==> config.mk <==
export PLATFORM = sky130hd
export DESIGN_NAME = cfg_guard
export DESIGN_NICKNAME = d
export VERILOG_FILES = /design/src/rtl/cfg_guard_pkg.sv /design/src/rtl/cfg_guard_hdr.sv /design/src/rtl/cfg_guard_unlock.sv /design/src/rtl/cfg_guard_timer.sv /design/src/rtl/cfg_guard.sv
export SDC_FILE = /design/constraint.sdc
export NUM_CORES = 1
export LEC_CHECK = 0
export BUFFER_PORTS_ARGS = -buffer_cell sky130_fd_sc_hd__buf_2
export CAP_MARGIN = 40
export CORE_MARGIN = 5
export CORE_UTILIZATION = 56
export DETAILED_ROUTE_END_ITERATION = 10
export PLACE_DENSITY = 0.82
export SYNTH_ARGS = -nofsm -noshare
export SYNTH_HDL_FRONTEND = slang
export SYNTH_SLANG_ARGS = --single-unit
==> constraint.sdc <==
create_clock -name clk -period 3.6 [get_ports clk]
set_input_delay 0.18 -clock clk [delete_from_list [all_inputs] [get_ports clk]]
set_output_delay 0.18 -clock clk [all_outputs]
set_load 0.005 [all_outputs]
==> src/rtl/cfg_guard_pkg.sv <==
package cfg_guard_pkg;

    localparam logic [7:0] IMG_MARKER  = 8'hC3;
    localparam logic [7:0] UNLOCK_KEY0 = 8'h5A;
    localparam logic [7:0] UNLOCK_KEY1 = 8'hA5;
    localparam int         HDR_BYTES   = 3;

    localparam logic [1:0] REG_CTRL = 2'd0;
    localparam logic [1:0] REG_LOAD = 2'd1;
    localparam logic [1:0] REG_CLR  = 2'd2;

    typedef enum logic [2:0] {
        ST_IDLE,
        ST_CHECK,
        ST_LOAD,
        ST_WAIT,
        ST_ARMED,
        ST_RUN,
        ST_FALLBACK
    } ldr_state_e;

    typedef struct packed {
        logic [7:0]  marker;
        logic [15:0] length;
    } img_hdr_t;

    function automatic logic hdr_valid(img_hdr_t h, logic [15:0] max_len);
        return (h.marker == IMG_MARKER) && (h.length != 16'd0) && (h.length <= max_len);
    endfunction

endpackage

==> src/rtl/cfg_guard_hdr.sv <==
module cfg_guard_hdr
    import cfg_guard_pkg::*;
#(
    parameter int unsigned MAX_LEN = 4093
) (
    input  logic       clk,
    input  logic       rst,
    input  logic       cap_en,
    input  logic [1:0] cap_sel,
    input  logic [7:0] din,
    output img_hdr_t   hdr,
    output logic       hdr_ok
);

    logic [7:0] byte_q [HDR_BYTES];

    for (genvar g = 0; g < HDR_BYTES; g++) begin : g_cap
        always_ff @(posedge clk) begin
            if (rst) begin
                byte_q[g] <= '0;
            end else if (cap_en && int'(cap_sel) == g) begin
                byte_q[g] <= din;
            end
        end
    end

    always_comb begin
        hdr.marker = byte_q[0];
        hdr.length = {byte_q[2], byte_q[1]};
        hdr_ok     = hdr_valid(hdr, 16'(MAX_LEN));
    end

endmodule

==> src/rtl/cfg_guard_unlock.sv <==
module cfg_guard_unlock
    import cfg_guard_pkg::*;
(
    input  logic       clk,
    input  logic       rst,
    input  logic       clear,
    input  logic       wr,
    input  logic [7:0] wdata,
    output logic       unlocked
);

    logic step_q;

    always_ff @(posedge clk) begin
        if (rst || clear) begin
            step_q <= 1'b0;
        end else if (wr) begin
            step_q <= !step_q && (wdata == UNLOCK_KEY0);
        end
    end

    assign unlocked = wr && step_q && (wdata == UNLOCK_KEY1);

endmodule

==> src/rtl/cfg_guard_timer.sv <==
module cfg_guard_timer #(
    parameter int unsigned W = 8
) (
    input  logic         clk,
    input  logic         rst,
    input  logic         clr,
    input  logic         run,
    input  logic [W-1:0] limit,
    output logic         expired
);

    logic [W-1:0] cnt_q;

    always_ff @(posedge clk) begin
        if (rst || clr) begin
            cnt_q <= '0;
        end else if (run) begin
            cnt_q <= cnt_q + 1'b1;
        end
    end

    assign expired = run && (cnt_q == limit - 1'b1);

endmodule

==> src/rtl/cfg_guard.sv <==
module cfg_guard
    import cfg_guard_pkg::*;
#(
    parameter int unsigned N_USER     = 3,
    parameter int unsigned SLOT_AW    = 12,
    parameter int unsigned BOOT_SLOT  = 1,
    parameter int unsigned WDT_CYCLES = 32'h0100_0000,
    parameter int unsigned LOAD_TMO   = 65536,
    localparam int unsigned SEL_W     = $clog2(N_USER + 1),
    localparam int unsigned FA_W      = SEL_W + SLOT_AW
) (
    input  logic             clk,
    input  logic             rst,
    output logic             flash_rd,
    output logic [FA_W-1:0]  flash_addr,
    input  logic [7:0]       flash_q,
    output logic             cfg_valid,
    output logic [7:0]       cfg_data,
    input  logic             cfg_done,
    input  logic             cfg_err,
    input  logic             host_wr,
    input  logic [1:0]       host_addr,
    input  logic [7:0]       host_wdata,
    output logic [SEL_W-1:0] cur_slot,
    output logic             fallback_seen,
    output logic             wdt_armed,
    output logic             cfg_running
);

    localparam int unsigned SLOT_BYTES = 1 << SLOT_AW;
    localparam int unsigned MAX_LEN    = SLOT_BYTES - HDR_BYTES;
    localparam int unsigned TMR_MAX    = (WDT_CYCLES > LOAD_TMO) ? WDT_CYCLES : LOAD_TMO;
    localparam int unsigned TMR_W      = $clog2(TMR_MAX + 1);
    localparam logic [15:0] HDR_LAST   = 16'(HDR_BYTES + 1);

    ldr_state_e       state_q;
    logic [SEL_W-1:0] slot_q;
    logic [15:0]      idx_q;
    logic             fb_q;
    logic             pay_q;

    img_hdr_t         hdr;
    logic             hdr_ok;
    logic             cap_en;
    logic [1:0]       cap_sel;

    logic             unlocked;
    logic             ctrl_wr;
    logic             tmr_run;
    logic             tmr_clr;
    logic             tmr_exp;
    logic [TMR_W-1:0] tmr_limit;

    logic             load_req;
    logic             clr_req;
    logic             slot_in_range;
    logic [SLOT_AW-1:0] rd_off;

    // host decode
    assign load_req = host_wr && (host_addr == REG_LOAD) && host_wdata[7];
    assign clr_req  = host_wr && (host_addr == REG_CLR) && host_wdata[0];
    assign ctrl_wr  = host_wr && (host_addr == REG_CTRL) && (state_q == ST_ARMED);

    assign slot_in_range = int'(slot_q) <= int'(N_USER);

    // header capture: bytes arrive one cycle after each read
    assign cap_en  = (state_q == ST_CHECK) && (idx_q >= 16'd1) && (idx_q <= 16'(HDR_BYTES));
    assign cap_sel = 2'(idx_q - 16'd1);

    cfg_guard_hdr #(
        .MAX_LEN (MAX_LEN)
    ) u_hdr (
        .clk     (clk),
        .rst     (rst),
        .cap_en  (cap_en),
        .cap_sel (cap_sel),
        .din     (flash_q),
        .hdr     (hdr),
        .hdr_ok  (hdr_ok)
    );

    cfg_guard_unlock u_unlock (
        .clk      (clk),
        .rst      (rst),
        .clear    (state_q != ST_ARMED),
        .wr       (ctrl_wr),
        .wdata    (host_wdata),
        .unlocked (unlocked)
    );

    assign tmr_run   = (state_q == ST_WAIT) || (state_q == ST_ARMED);
    assign tmr_clr   = !tmr_run || ((state_q == ST_WAIT) && cfg_done);
    assign tmr_limit = (state_q == ST_ARMED) ? TMR_W'(WDT_CYCLES) : TMR_W'(LOAD_TMO);

    cfg_guard_timer #(
        .W (TMR_W)
    ) u_timer (
        .clk     (clk),
        .rst     (rst),
        .clr     (tmr_clr),
        .run     (tmr_run),
        .limit   (tmr_limit),
        .expired (tmr_exp)
    );

    // flash read port
    assign rd_off     = (state_q == ST_CHECK) ? idx_q[SLOT_AW-1:0]
                                              : idx_q[SLOT_AW-1:0] + SLOT_AW'(HDR_BYTES);
    assign flash_addr = {slot_q, rd_off};
    assign flash_rd   = ((state_q == ST_CHECK) && (idx_q < 16'(HDR_BYTES))) ||
                        (state_q == ST_LOAD);

    // sequencing
    always_ff @(posedge clk) begin
        if (rst) begin
            state_q <= ST_IDLE;
            slot_q  <= '0;
            idx_q   <= '0;
        end else begin
            unique case (state_q)
                ST_IDLE: begin
                    state_q <= ST_CHECK;
                    slot_q  <= SEL_W'(BOOT_SLOT);
                    idx_q   <= '0;
                end
                ST_CHECK: begin
                    if (idx_q == HDR_LAST) begin
                        idx_q <= '0;
                        if (slot_q == '0) begin
                            state_q <= (hdr.length == 16'd0) ? ST_WAIT : ST_LOAD;
                        end else if (hdr_ok && slot_in_range) begin
                            state_q <= ST_LOAD;
                        end else begin
                            state_q <= ST_FALLBACK;
                        end
                    end else begin
                        idx_q <= idx_q + 16'd1;
                    end
                end
                ST_LOAD: begin
                    idx_q <= idx_q + 16'd1;
                    if (cfg_err) begin
                        state_q <= ST_FALLBACK;
                    end else if (idx_q == hdr.length - 16'd1) begin
                        state_q <= ST_WAIT;
                    end
                end
                ST_WAIT: begin
                    if (cfg_err) begin
                        state_q <= ST_FALLBACK;
                    end else if (cfg_done) begin
                        state_q <= (slot_q == '0) ? ST_RUN : ST_ARMED;
                    end else if (tmr_exp) begin
                        state_q <= ST_FALLBACK;
                    end
                end
                ST_ARMED: begin
                    if (unlocked) begin
                        state_q <= ST_RUN;
                    end else if (tmr_exp) begin
                        state_q <= ST_FALLBACK;
                    end
                end
                ST_RUN: begin
                    if (load_req) begin
                        state_q <= ST_CHECK;
                        slot_q  <= host_wdata[SEL_W-1:0];
                        idx_q   <= '0;
                    end
                end
                ST_FALLBACK: begin
                    state_q <= ST_CHECK;
                    slot_q  <= '0;
                    idx_q   <= '0;
                end
                default: begin
                    state_q <= ST_FALLBACK;
                end
            endcase
        end
    end

    always_ff @(posedge clk) begin
        if (rst) begin
            fb_q  <= 1'b0;
            pay_q <= 1'b0;
        end else begin
            pay_q <= (state_q == ST_LOAD);
            if (state_q == ST_FALLBACK) begin
                fb_q <= 1'b1;
            end else if (clr_req) begin
                fb_q <= 1'b0;
            end
        end
    end

    assign cfg_valid     = pay_q;
    assign cfg_data      = pay_q ? flash_q : 8'h00;
    assign cur_slot      = slot_q;
    assign fallback_seen = fb_q;
    assign wdt_armed     = (state_q == ST_ARMED);
    assign cfg_running   = (state_q == ST_RUN);

endmodule

==> flow_summary.yaml, run 1 <==
cts:
  cts_setup_buffers: 0
  ctsRootBufferMaster: "clkbuf_8"
  insertion_delay_ps: 350
  cts_tree: "built"
  cts_num_sinks: 73
  htree_num_levels: 3
  cts_max_path_buffers: 2
  numCtsBuffers: 9
  clk_pin_slew_ps: 90
  cts.repair.resized: 0
  cts.hold.buffers_added: 0
setup_path:
  worst_r2r_path_depth: 9
  timing.rr.start: "u_hdr.byte_q[1][0]"
  criticalPathCategory: "reg -> reg"
  worstSetupStartpointType: "flop"
  worst_path_largest_cell_delay_ps: 480
  cp_max_fo: 7
  crit_arrival_ps: 3220
  r2r-end: "state_q[0]"
  cp_data_required_time_ps: 3870
  regToRegSetupSlack_ps: 650
  slowest_stage: "or4b_1"
  crit_path_end_kind: "flop"
  worstPathCellList: "inv_1, ha_1, or3b_4, or2_4, xor2_2, a2111oi_4, o2111ai_1, or4b_1, a211oi_1"
min_path:
  timing.hold.worst.start: "flash_q[4]"
  timing.hold.worst_endpoint: "u_hdr.byte_q[2][4]"
  whs_path_depth: 2
  holdCritPathClass: "in -> reg"
synth:
  postSynthAreaPerCell_um2: 8.69
  yosysWarningCount: 0
  synth-seq-area-share_pct: 38.9
  synth.cell_area_um2: 4370
  synth_edf_count: 24
  count_of_different_cell_masters_after_synthesis: 63
  yosys_most_used_dff: "dfxtp_1"
  postSynth.asyncResetShare_pct: 0
  syn-instance-count: 503
  synth.net_count: 534
  postSynthRegisterBits: 73
power:
  worst_ir_drop_vdd_uv: 277
  power_leakage_nw: 1.85
  pd_cells_nw_per_um2: 502
final_layout:
  final_net_count: 577
  final_layout_size_suffix_gt1_share_pct: 14.7
  antenna_cells_inserted: 0
  finalInstanceArea_um2: 4910
  synthToLayoutAreaGrowth_pct: 12.3
  n_fill_cell: 662
  most-common-layout-cells: "nor2_1, buf_2, dfxtp_1"
  mostFrequentLayoutCell: "nor2_1"
  fin_cells: 653
floorplan:
  core_area_um2: 7650
  die_area_um2: 9680
  die_height_um: 98.4
  floorplan.initialDensity_pct: 57.2
  boundaryPins: 52
  core.rowCount: 32
  die_width_um: 98.4
placed_design:
  hpwl_um: 7230
  dpl.cell_count: 637
  dp_worst_setup_slack_ps: 660
  placedInstanceArea_um2: 4680
  portBuffers: 51
  gp_congestion: 0.912
global_route:
  vias_in_the_first_global_route: 3535
  global_route_wire_length_before_repair_um: 16600
  grt.overflow.total: 0
  largest_net_degree_at_the_start_of_global_routing: 26
  global_route_usage_sum_pct: 20.8
  initial_antenna_violation_count: 0
route:
  route.antenna.remaining_nets: 0
  drcViolationCount: 0
  drt_pass1_iterations: 4
  route.vias.total: 3693
  drt-initial-drc-count: 190
  wirelength_um: 9810
  detail_route.wl_per_cell_um: 15.0
  vias_per_cell: 5.66
sta:
  hold_slack_ps: 163
  layout_setup_ws_ps: 649
  fin_tns_setup_ps: 0
  report.final.hold_viol_count: 0
  slew_violations: 0
  final.period_utilization_pct: 82.0
  fin_crit_ps: 2950
  fmax_mhz: 339
  finalClockSkew_ps: 13.3
  max_slew_margin_pct: 50.3
  unrepaired_setup_endpoints_after_global_routing: "no"
  tightest_slew_ps: 745
  timing.final.setup_violations: 0
status:
  status: "completed"
run:
  max_capacitance_violation_count: 0
-- worst max-delay path: cells and delay by family, from the launching register on --
family	cells	cell delay [ps]
simple gates	3	1180
compound gates	3	690
xor+xnor	1	170
fa+ha+maj	1	260
flops	1	470
buf+inv	1	100
-- layout make-up --
cell class	count	area, µm²	area share (%)
multi-input cells	391	2510	51.1
inverters	17	63.8	1.30
well taps	102	128	2.60
repair buffers	54	278	5.65
clock buffers	12	176	3.59
flip-flops and latches	73	1700	34.6
clock inverters	4	56.3	1.15
-- through the flow --
stage | utilization [%] | total power [mW]
3_5_place_dp | 61.2 | 1.73
6_report | 64.2 | 2.46
4_1_cts | 64.2 | 2.47
3_3_place_gp | 61.2 | 1.72
5_1_grt | 64.2 | 2.62
2_1_floorplan | - | 1.51
-- cells in the mapped netlist (all sizes together), types with 4 or more instances --
cell type	count	share of area (%)
o21ai	12	1.6
buf	4	0.72
nand4	13	1.9
xnor2	31	6.2
nor3	18	2.1
nor4b	5	1.3
or3	5	0.72
nand4b	6	1.2
and2	35	5.0
nor4	8	1.5
inv	17	1.5
dfxtp	49	22
nand3b	6	1.0
edfxtp	24	16
nand3	22	2.5
xor2	37	7.6
clkbuf	18	1.5
ha	8	2.3
nand2	30	2.6
and3	7	1.0
nand2b	6	0.86
a21oi	7	0.80
nor2	84	7.2
o2111ai	4	0.80
-- metal layers --
| layer | vias to the layer above | part of all wire, % | GRT usage [%] | wire length, µm |
|---|---|---|---|---|
| met5 | - | 0 | 0 | 0 |
| met4 | 0 | 1.8 | 8.40 | 177 |
| met3 | 20 | 5.6 | 4.07 | 549 |
| met2 | 124 | 49 | 34.1 | 4810 |
| met1 | 1716 | 43 | 26.9 | 4260 |
| li1 | 1833 | - | - | - |
-- state kept, by name, indices dropped and copies added (netlist names) --
signal / count
u_timer.cnt_q: 25
u_hdr.byte_q: 24
idx_q: 16
state_q: 3
cur_slot: 2
cfg_valid: 1
fallback_seen: 1
u_unlock.step_q: 1
-- cells by family after synthesis --
family                   count (synthesis)  share of synthesized area (%)
buffers and inverters                   39                           3.72
flip-flops                              73                           38.9
XOR/XNOR                                68                           13.8
AND/OR/NAND/NOR                        261                           31.9
AO/OA/AOI/OAI                           51                           8.67
multiplexers                             3                          0.715
adder cells (fa/ha/maj)                  8                           2.29
-- worst max path at each step --
stage                        from                 to  slack, ps  cells past startpoint
2_1_floorplan  u_hdr.byte_q[1][0]         state_q[0]        840                      9
3_3_place_gp   u_hdr.byte_q[1][0]         state_q[0]        730                      9
3_5_place_dp   u_hdr.byte_q[1][0]         state_q[0]        660                      9
4_1_cts        u_hdr.byte_q[1][0]         state_q[0]        640                      9
5_1_grt                state_q[1]  u_timer.cnt_q[23]        440                      9
6_report       u_hdr.byte_q[1][0]         state_q[0]        650                      9
-- where the power goes --
part           internal [mW]  total (mW)  switching, mW
combinational          0.288       0.733          0.445
clock                  0.405       0.728          0.323
sequential             0.911        1.00         0.0928
(Power assumes the default switching activity.)
==> run 2: changes to the inputs <==
--- a/config.mk
+++ b/config.mk
@@ -5,10 +5,11 @@
 export SDC_FILE = /design/constraint.sdc
 export NUM_CORES = 1
 export LEC_CHECK = 0
+export ABC_AREA = 1
 export BUFFER_PORTS_ARGS = -buffer_cell sky130_fd_sc_hd__buf_2
 export CAP_MARGIN = 40
 export CORE_MARGIN = 5
-export CORE_UTILIZATION = 56
+export CORE_UTILIZATION = 54
 export DETAILED_ROUTE_END_ITERATION = 10
 export PLACE_DENSITY = 0.82
 export SYNTH_ARGS = -nofsm -noshare
==> constraint.sdc (replaced) <==
create_clock -name clk -period 2.5 [get_ports clk]
set_input_delay 0.125 -clock clk [delete_from_list [all_inputs] [get_ports clk]]
set_output_delay 0.125 -clock clk [all_outputs]
set_load 0.005 [all_outputs]
==> run 2 against run 1 <==
Against the previous run:
- die area up 10%
- global-route usage up 2.0 points
- critical endpoint is now flash_addr[11]
- clock power up 37%
- hold slack worse by 83 ps
- sequential power is 41% higher
- via count is 24% higher
- largest power group unchanged
- clock-buffer cell count unchanged
- sequential share of layout area is 2.5 points lower
- core utilization fell by 2.6 points
- area after synthesis increased by 7.6%
- register-to-register slack got worse by 390 ps
==> flow_summary.yaml, run 2 <==
status:
  status: "completed"
final_layout:
  n_fill_cell: 765
  largest_reg_flops: 25
  multi_input_area_um2: 2510
  max_flop_register: "u_timer.cnt_q"
  mostFrequentLayoutCell: "nand2_1"
  synthToLayoutAreaGrowth_pct: 12.5
  reg.largest.list: "u_timer.cnt_q (25), u_hdr.byte_q (24), idx_q (16)"
  most-common-layout-cells: "nand2_1, inv_1, nor2_1"
  final_net_count: 775
  antenna_cells_inserted: 0
  finalInstanceArea_um2: 5290
  register_area_um2: 1700
  final_layout_size_suffix_gt1_share_pct: 13.2
  fin_util_pct: 61.6
setup_path:
  crit_arrival_ps: 2250
  crit_family: "simple AND/OR/NAND/NOR gates"
  slowest_stage: "dfxtp_1"
  startpoint: "state_q[1]"
  crit_path_end_kind: "output port"
  worstPathCellList: "inv_1, nand2_1, nor2_1, inv_1, o211ai_1, nor3_2, nand2_1, nor2_1, xor2_1, buf_2"
  worstSetupStartpointType: "flop"
  cp_data_required_time_ps: 2380
  criticalPathCategory: "reg -> out"
  r2r-end: "state_q[1]"
  timing.rr.start: "u_hdr.byte_q[1][0]"
  cp_max_fo: 6
  worst_path_largest_cell_delay_ps: 430
  worst_r2r_path_depth: 14
  regToRegSetupSlack_ps: 260
  count_of_buffer_and_inverter_cells_on_the_critical_path: 3
synth:
  postSynth.asyncResetShare_pct: 0
  synth_edf_count: 24
  synth-compound-area-share_pct: 8.17
  post-synth-top-count-cell: "nand2_1"
  main_combinational_cell_family_by_area_after_synthesis: "simple AND/OR/NAND/NOR gates"
  postSynthRegisterBits: 73
  synthSimpleGateAreaFrac_pct: 37.7
  yosys.area_share.xor_xnor_pct: 5.21
  yosysTopAreaCellShare_pct: 20.9
  synth_adder_area_share_pct: 2.13
  postSynthAreaPerCell_um2: 6.83
  netlist_top_cells_count: "nand2_1, inv_1, nor2_1"
  synth-seq-area-share_pct: 36.2
  syn-instance-count: 689
  yosysWarningCount: 0
  synth.net_count: 720
  synth_area_leaders: "dfxtp_1, edfxtp_1, nand2_1"
  synth.cell_area_um2: 4700
  synth_mux_area_share_pct: 0
  count_of_different_cell_masters_after_synthesis: 43
  yosys_most_used_dff: "dfxtp_1"
  largest_area_contributor_in_the_netlist: "dfxtp_1"
sta:
  final.period_utilization_pct: 95.2
  timing.final.setup_violations: 0
  finalClockSkew_ps: 5.91
  unrepaired_setup_endpoints_after_global_routing: "yes"
  fmax_mhz: 420
  fin_crit_ps: 2380
  max_slew_margin_pct: 64.2
  tightest_slew_ps: 537
  slew_violations: 0
  layout_setup_ws_ps: 120
  report.final.hold_viol_count: 0
route:
  drt_pass1_iterations: 5
  drt-initial-drc-count: 245
  detail_route.wl_per_cell_um: 13.5
  wirelength_um: 11600
  route.vias.total: 4595
  vias_per_cell: 5.36
  route.antenna.remaining_nets: 0
  drcViolationCount: 0
power:
  power_leakage_nw: 2.38
  intPower_mw: 2.23
  clockPowerShare_pct: 29.0
  comb_power_share_pct: 30.3
  share_seq_of_total_power_pct: 40.7
  p_sw_share_pct: 35.6
  total_switching_power_mw: 1.23
  pd_cells_nw_per_um2: 653
  worst_ir_drop_vdd_uv: 492
global_route:
  grt_busiest_layer: "met2"
  largest_net_degree_at_the_start_of_global_routing: 15
  grt_util_met1_pct: 25.5
  global_route_usage_sum_pct: 22.7
  global_route_wire_length_before_repair_um: 19300
  grtUsageMet3_pct: 5.50
  gr-usage-met2_pct: 41.3
  vias_in_the_first_global_route: 4359
  initial_antenna_violation_count: 0
  grt.overflow.total: 0
cts:
  cts.hold.buffers_added: 0
  ctsRootBufferMaster: "clkbuf_8"
  cts_max_path_buffers: 2
  cts_tree: "built"
  insertion_delay_ps: 360
  numCtsBuffers: 9
  clk_pin_slew_ps: 70
  cts_num_sinks: 73
  htree_num_levels: 3
placed_design:
  dp_worst_setup_slack_ps: 236
  hpwl_um: 9090
  portBuffers: 51
  gp_congestion: 0.934
  placedInstanceArea_um2: 5070
floorplan:
  core_area_um2: 8590
  core.rowCount: 34
  floorplan.initialDensity_pct: 54.7
  die_area_um2: 10700
  die_height_um: 103
  die_width_um: 103
  boundaryPins: 52
min_path:
  timing.hold.worst.start: "rst"
  whs_path_depth: 2
  holdCritPathClass: "in -> reg"
  timing.hold.worst_endpoint: "fallback_seen"
run:
  max_capacitance_violation_count: 0
[run 2: worst max-delay path by stage]
stage	end	cells past startpoint
floorplan	state_q[1]	14
global placement	state_q[1]	14
detailed placement	state_q[1]	14
CTS	flash_addr[11]	10
global route	flash_addr[11]	10
finish	flash_addr[11]	10
[run 2: routing by layer]
layer / vias up / wire (µm) / part of all wire [%]
li1: 2305 / - / -
met2: 129 / 6000 / 52
met3: 31 / 658 / 5.7
met1: 2130 / 4670 / 40
met4: 0 / 249 / 2.2
met5: - / 0 / 0
[run 2: cell type report]
cell class                      count  share of cell area (%)
Clock buffer                       12                    3.14
Multi-Input combinational cell    487                    47.4
Timing Repair Buffer               55                    5.39
Inverter                          118                    8.37
Sequential cell                    73                    32.2
Tap cell                          108                    2.55
Clock inverter                      4                   0.922
[run 2: kinds of logic (layout without fill, tap and decap cells)]
kind of cell	after synthesis	after routing
flip-flops	73	73
buffers and inverters	129	189
XOR/XNOR	28	28
AO/OA/AOI/OAI	67	67
AND/OR/NAND/NOR	384	384
adder cells (fa/ha/maj)	8	8
[run 2: repair_timing]
action,CTS,global route
resized for setup,0,3
setup buffers,0,0
setup endpoints to repair,0,6
[run 2: per-stage QoR]
stage / setup TNS [ps] / hold WS [ps] / total power [mW] / instances
after floorplan: 0 / 324 / 2.15 / 689
after global placement: 0 / 439 / 2.44 / 841
after detailed placement: 0 / 447 / 2.47 / 841
after CTS: 0 / 71.0 / 3.46 / 857
after global routing: -86.6 / 89.9 / 3.68 / 857
final: 0 / 80.2 / 3.46 / 857
[run 2: power groups by stage]
stage	sequential (mW)	clock (mW)	combinational [mW]
after floorplan	1.39	0	0.753
after global placement	1.43	0	1.01
after detailed placement	1.43	0	1.04
after CTS	1.40	1.01	1.04
after global routing	1.42	1.08	1.17
final	1.41	1.00	1.05
==> run 3: changes to the inputs <==
--- a/config.mk
+++ b/config.mk
@@ -8,10 +8,13 @@
 export ABC_AREA = 1
 export BUFFER_PORTS_ARGS = -buffer_cell sky130_fd_sc_hd__buf_2
 export CAP_MARGIN = 40
+export CORE_ASPECT_RATIO = 1.5
 export CORE_MARGIN = 5
 export CORE_UTILIZATION = 54
 export DETAILED_ROUTE_END_ITERATION = 10
+export GPL_TIMING_DRIVEN = 0
 export PLACE_DENSITY = 0.82
+export SKIP_LAST_GASP = 1
 export SYNTH_ARGS = -nofsm -noshare
 export SYNTH_HDL_FRONTEND = slang
 export SYNTH_SLANG_ARGS = --single-unit
==> run 3 against run 2 <==
Against the previous run:
- wire length decreased by 0.54%
- critical path type unchanged
- critical path depth unchanged
- flip-flop and latch count unchanged
- combinational power about the same
- fmax increased by 2.0%
- clock skew increased by 1.3 ps
- sequential share of layout area decreased by 0.78 points
- sequential power about the same
- die area increased by 0.36%
- final area increased by 2.4%
==> flow_summary.yaml, run 3 (synthesis results as in run 2) <==
status:
  status: "completed"
sta:
  fin_crit_ps: 2330
  tightest_slew_ps: 524
  fmax_mhz: 429
  hold_slack_ps: 129
  finalClockSkew_ps: 7.24
  final.period_utilization_pct: 93.3
  layout_setup_ws_ps: 168
  max_slew_margin_pct: 65.1
  unrepaired_setup_endpoints_after_global_routing: "yes"
  report.final.hold_viol_count: 0
  slew_violations: 0
  timing.final.setup_violations: 0
placed_design:
  hpwl_um: 9180
  dp_worst_setup_slack_ps: 46.9
  portBuffers: 50
  dpl.cell_count: 846
  gp_congestion: 0.901
floorplan:
  die_width_um: 86.2
  die_height_um: 124
  boundaryPins: 52
  floorplan.initialDensity_pct: 55.6
  core.rowCount: 41
  die_area_um2: 10700
  core_area_um2: 8460
setup_path:
  startpoint: "state_q[1]"
  crit_path_end_kind: "output port"
  slowest_stage: "dfxtp_1"
  worst_path_largest_cell_delay_ps: 400
  worstSetupStartpointType: "flop"
  criticalPathCategory: "reg -> out"
  cp_data_required_time_ps: 2380
  worstPathCellList: "inv_1, nand2_1, nor2_4, inv_1, o211ai_1, nor3_2, nand2_1, nor2_1, xor2_1, buf_2"
  count_of_buffer_and_inverter_cells_on_the_critical_path: 3
  crit_arrival_ps: 2210
  timing.rr.start: "idx_q[11]"
  cp_max_fo: 7
  crit_family: "simple AND/OR/NAND/NOR gates"
cts:
  cts_tree: "built"
  insertion_delay_ps: 340
  cts.hold.buffers_added: 0
  numCtsBuffers: 9
  cts_max_path_buffers: 2
  clk_pin_slew_ps: 60
  ctsRootBufferMaster: "clkbuf_16"
  cts_num_sinks: 73
  htree_num_levels: 3
final_layout:
  largest_reg_flops: 25
  final_net_count: 782
  fin_util_pct: 64.0
  most-common-layout-cells: "nand2_1, inv_1, nor2_1"
  antenna_cells_inserted: 0
  max_flop_register: "u_timer.cnt_q"
  synthToLayoutAreaGrowth_pct: 15.2
  fin_cells: 863
  mostFrequentLayoutCell: "nand2_1"
  final_layout_size_suffix_gt1_share_pct: 13.5
  reg.largest.list: "u_timer.cnt_q (25), u_hdr.byte_q (24), idx_q (16)"
route:
  route.antenna.remaining_nets: 0
  drt-initial-drc-count: 233
  vias_per_cell: 5.31
  detail_route.wl_per_cell_um: 13.3
  wirelength_um: 11500
  drcViolationCount: 0
  drt_pass1_iterations: 5
  route.vias.total: 4583
global_route:
  grt.overflow.total: 0
  largest_net_degree_at_the_start_of_global_routing: 15
  initial_antenna_violation_count: 0
  vias_in_the_first_global_route: 4624
  global_route_usage_sum_pct: 22.5
  global_route_wire_length_before_repair_um: 19800
min_path:
  timing.hold.worst.start: "host_addr[0]"
  holdCritPathClass: "in -> reg"
power:
  pd_cells_nw_per_um2: 695
  power_mw: 3.77
  worst_ir_drop_vdd_uv: 461
  power_leakage_nw: 2.44
run:
  max_capacitance_violation_count: 0
-- run 3: cell count changes in the layout (fill, tap and decap cells not counted), moves of 2 or more --
cell / previous run / this run
clkbuf_1: 1 / 6
clkbuf_16: 1 / 9
clkbuf_8: 10 / 0
clkinv_4: 0 / 2
inv_6: 0 / 2
nor2_1: 113 / 111
nor2_4: 3 / 5
-- run 3: power by group --
part | switching (mW) | total [mW] | internal, mW
combinational | 0.698 | 1.07 | 0.375
sequential | 0.0820 | 1.39 | 1.31
clock | 0.524 | 1.30 | 0.780
-- run 3: worst min-delay path: cells and delay by family --
kind | cells | cell delay, ps
AOI/OAI and AO/OA | 2 | 200
buffers and inverters | 1 | 100
-- run 3: timing repair --
| item | CTS | global route |
|---|---|---|
| hold endpoints to repair | 0 | 0 |
| endpoints found under the setup margin | 0 | 35 |
| buffers inserted | 0 | 1 |
| gates resized for setup | 0 | 6 |
-- run 3: routing by layer --
metal | routed length, µm | vias up | GRT usage [%] | share of wire [%]
met5 | 0 | - | 0 | 0
met4 | 420 | 0 | 12.6 | 3.6
met3 | 505 | 41 | 4.90 | 4.4
met2 | 6270 | 129 | 41.1 | 54
met1 | 4310 | 2082 | 22.9 | 37
li1 | - | 2331 | - | -
-- run 3: path summary, 6_finish.rpt --
| check | cells after the start | to | slack [ps] |
|---|---|---|---|
| hold reg to reg | 1 | u_timer.cnt_q[22] | 460 |
| setup reg to reg | 8 | u_hdr.byte_q[2][5] | 260 |
| setup / recovery | 10 | flash_addr[11] | 170 |
| hold / removal | 3 | fallback_seen | 130 |
-- run 3: per-stage QoR --
stage	TNS, ps	area (µm²)
final	0	5420
after detailed placement	0	5090
after floorplan	0	4700
after global routing	-57.1	5420
after CTS	0	5390
after global placement	0	5090
-- run 3: final cells by class --
cell class,count,area (µm²)
flip-flops and latches,73,1700
fillers,777,3040
inverters,118,443
clock inverters,7,77.6
multi-input cells,487,2530
clock buffers,9,225
well taps,107,134
plain buffers,11,55.1
repair buffers,51,258
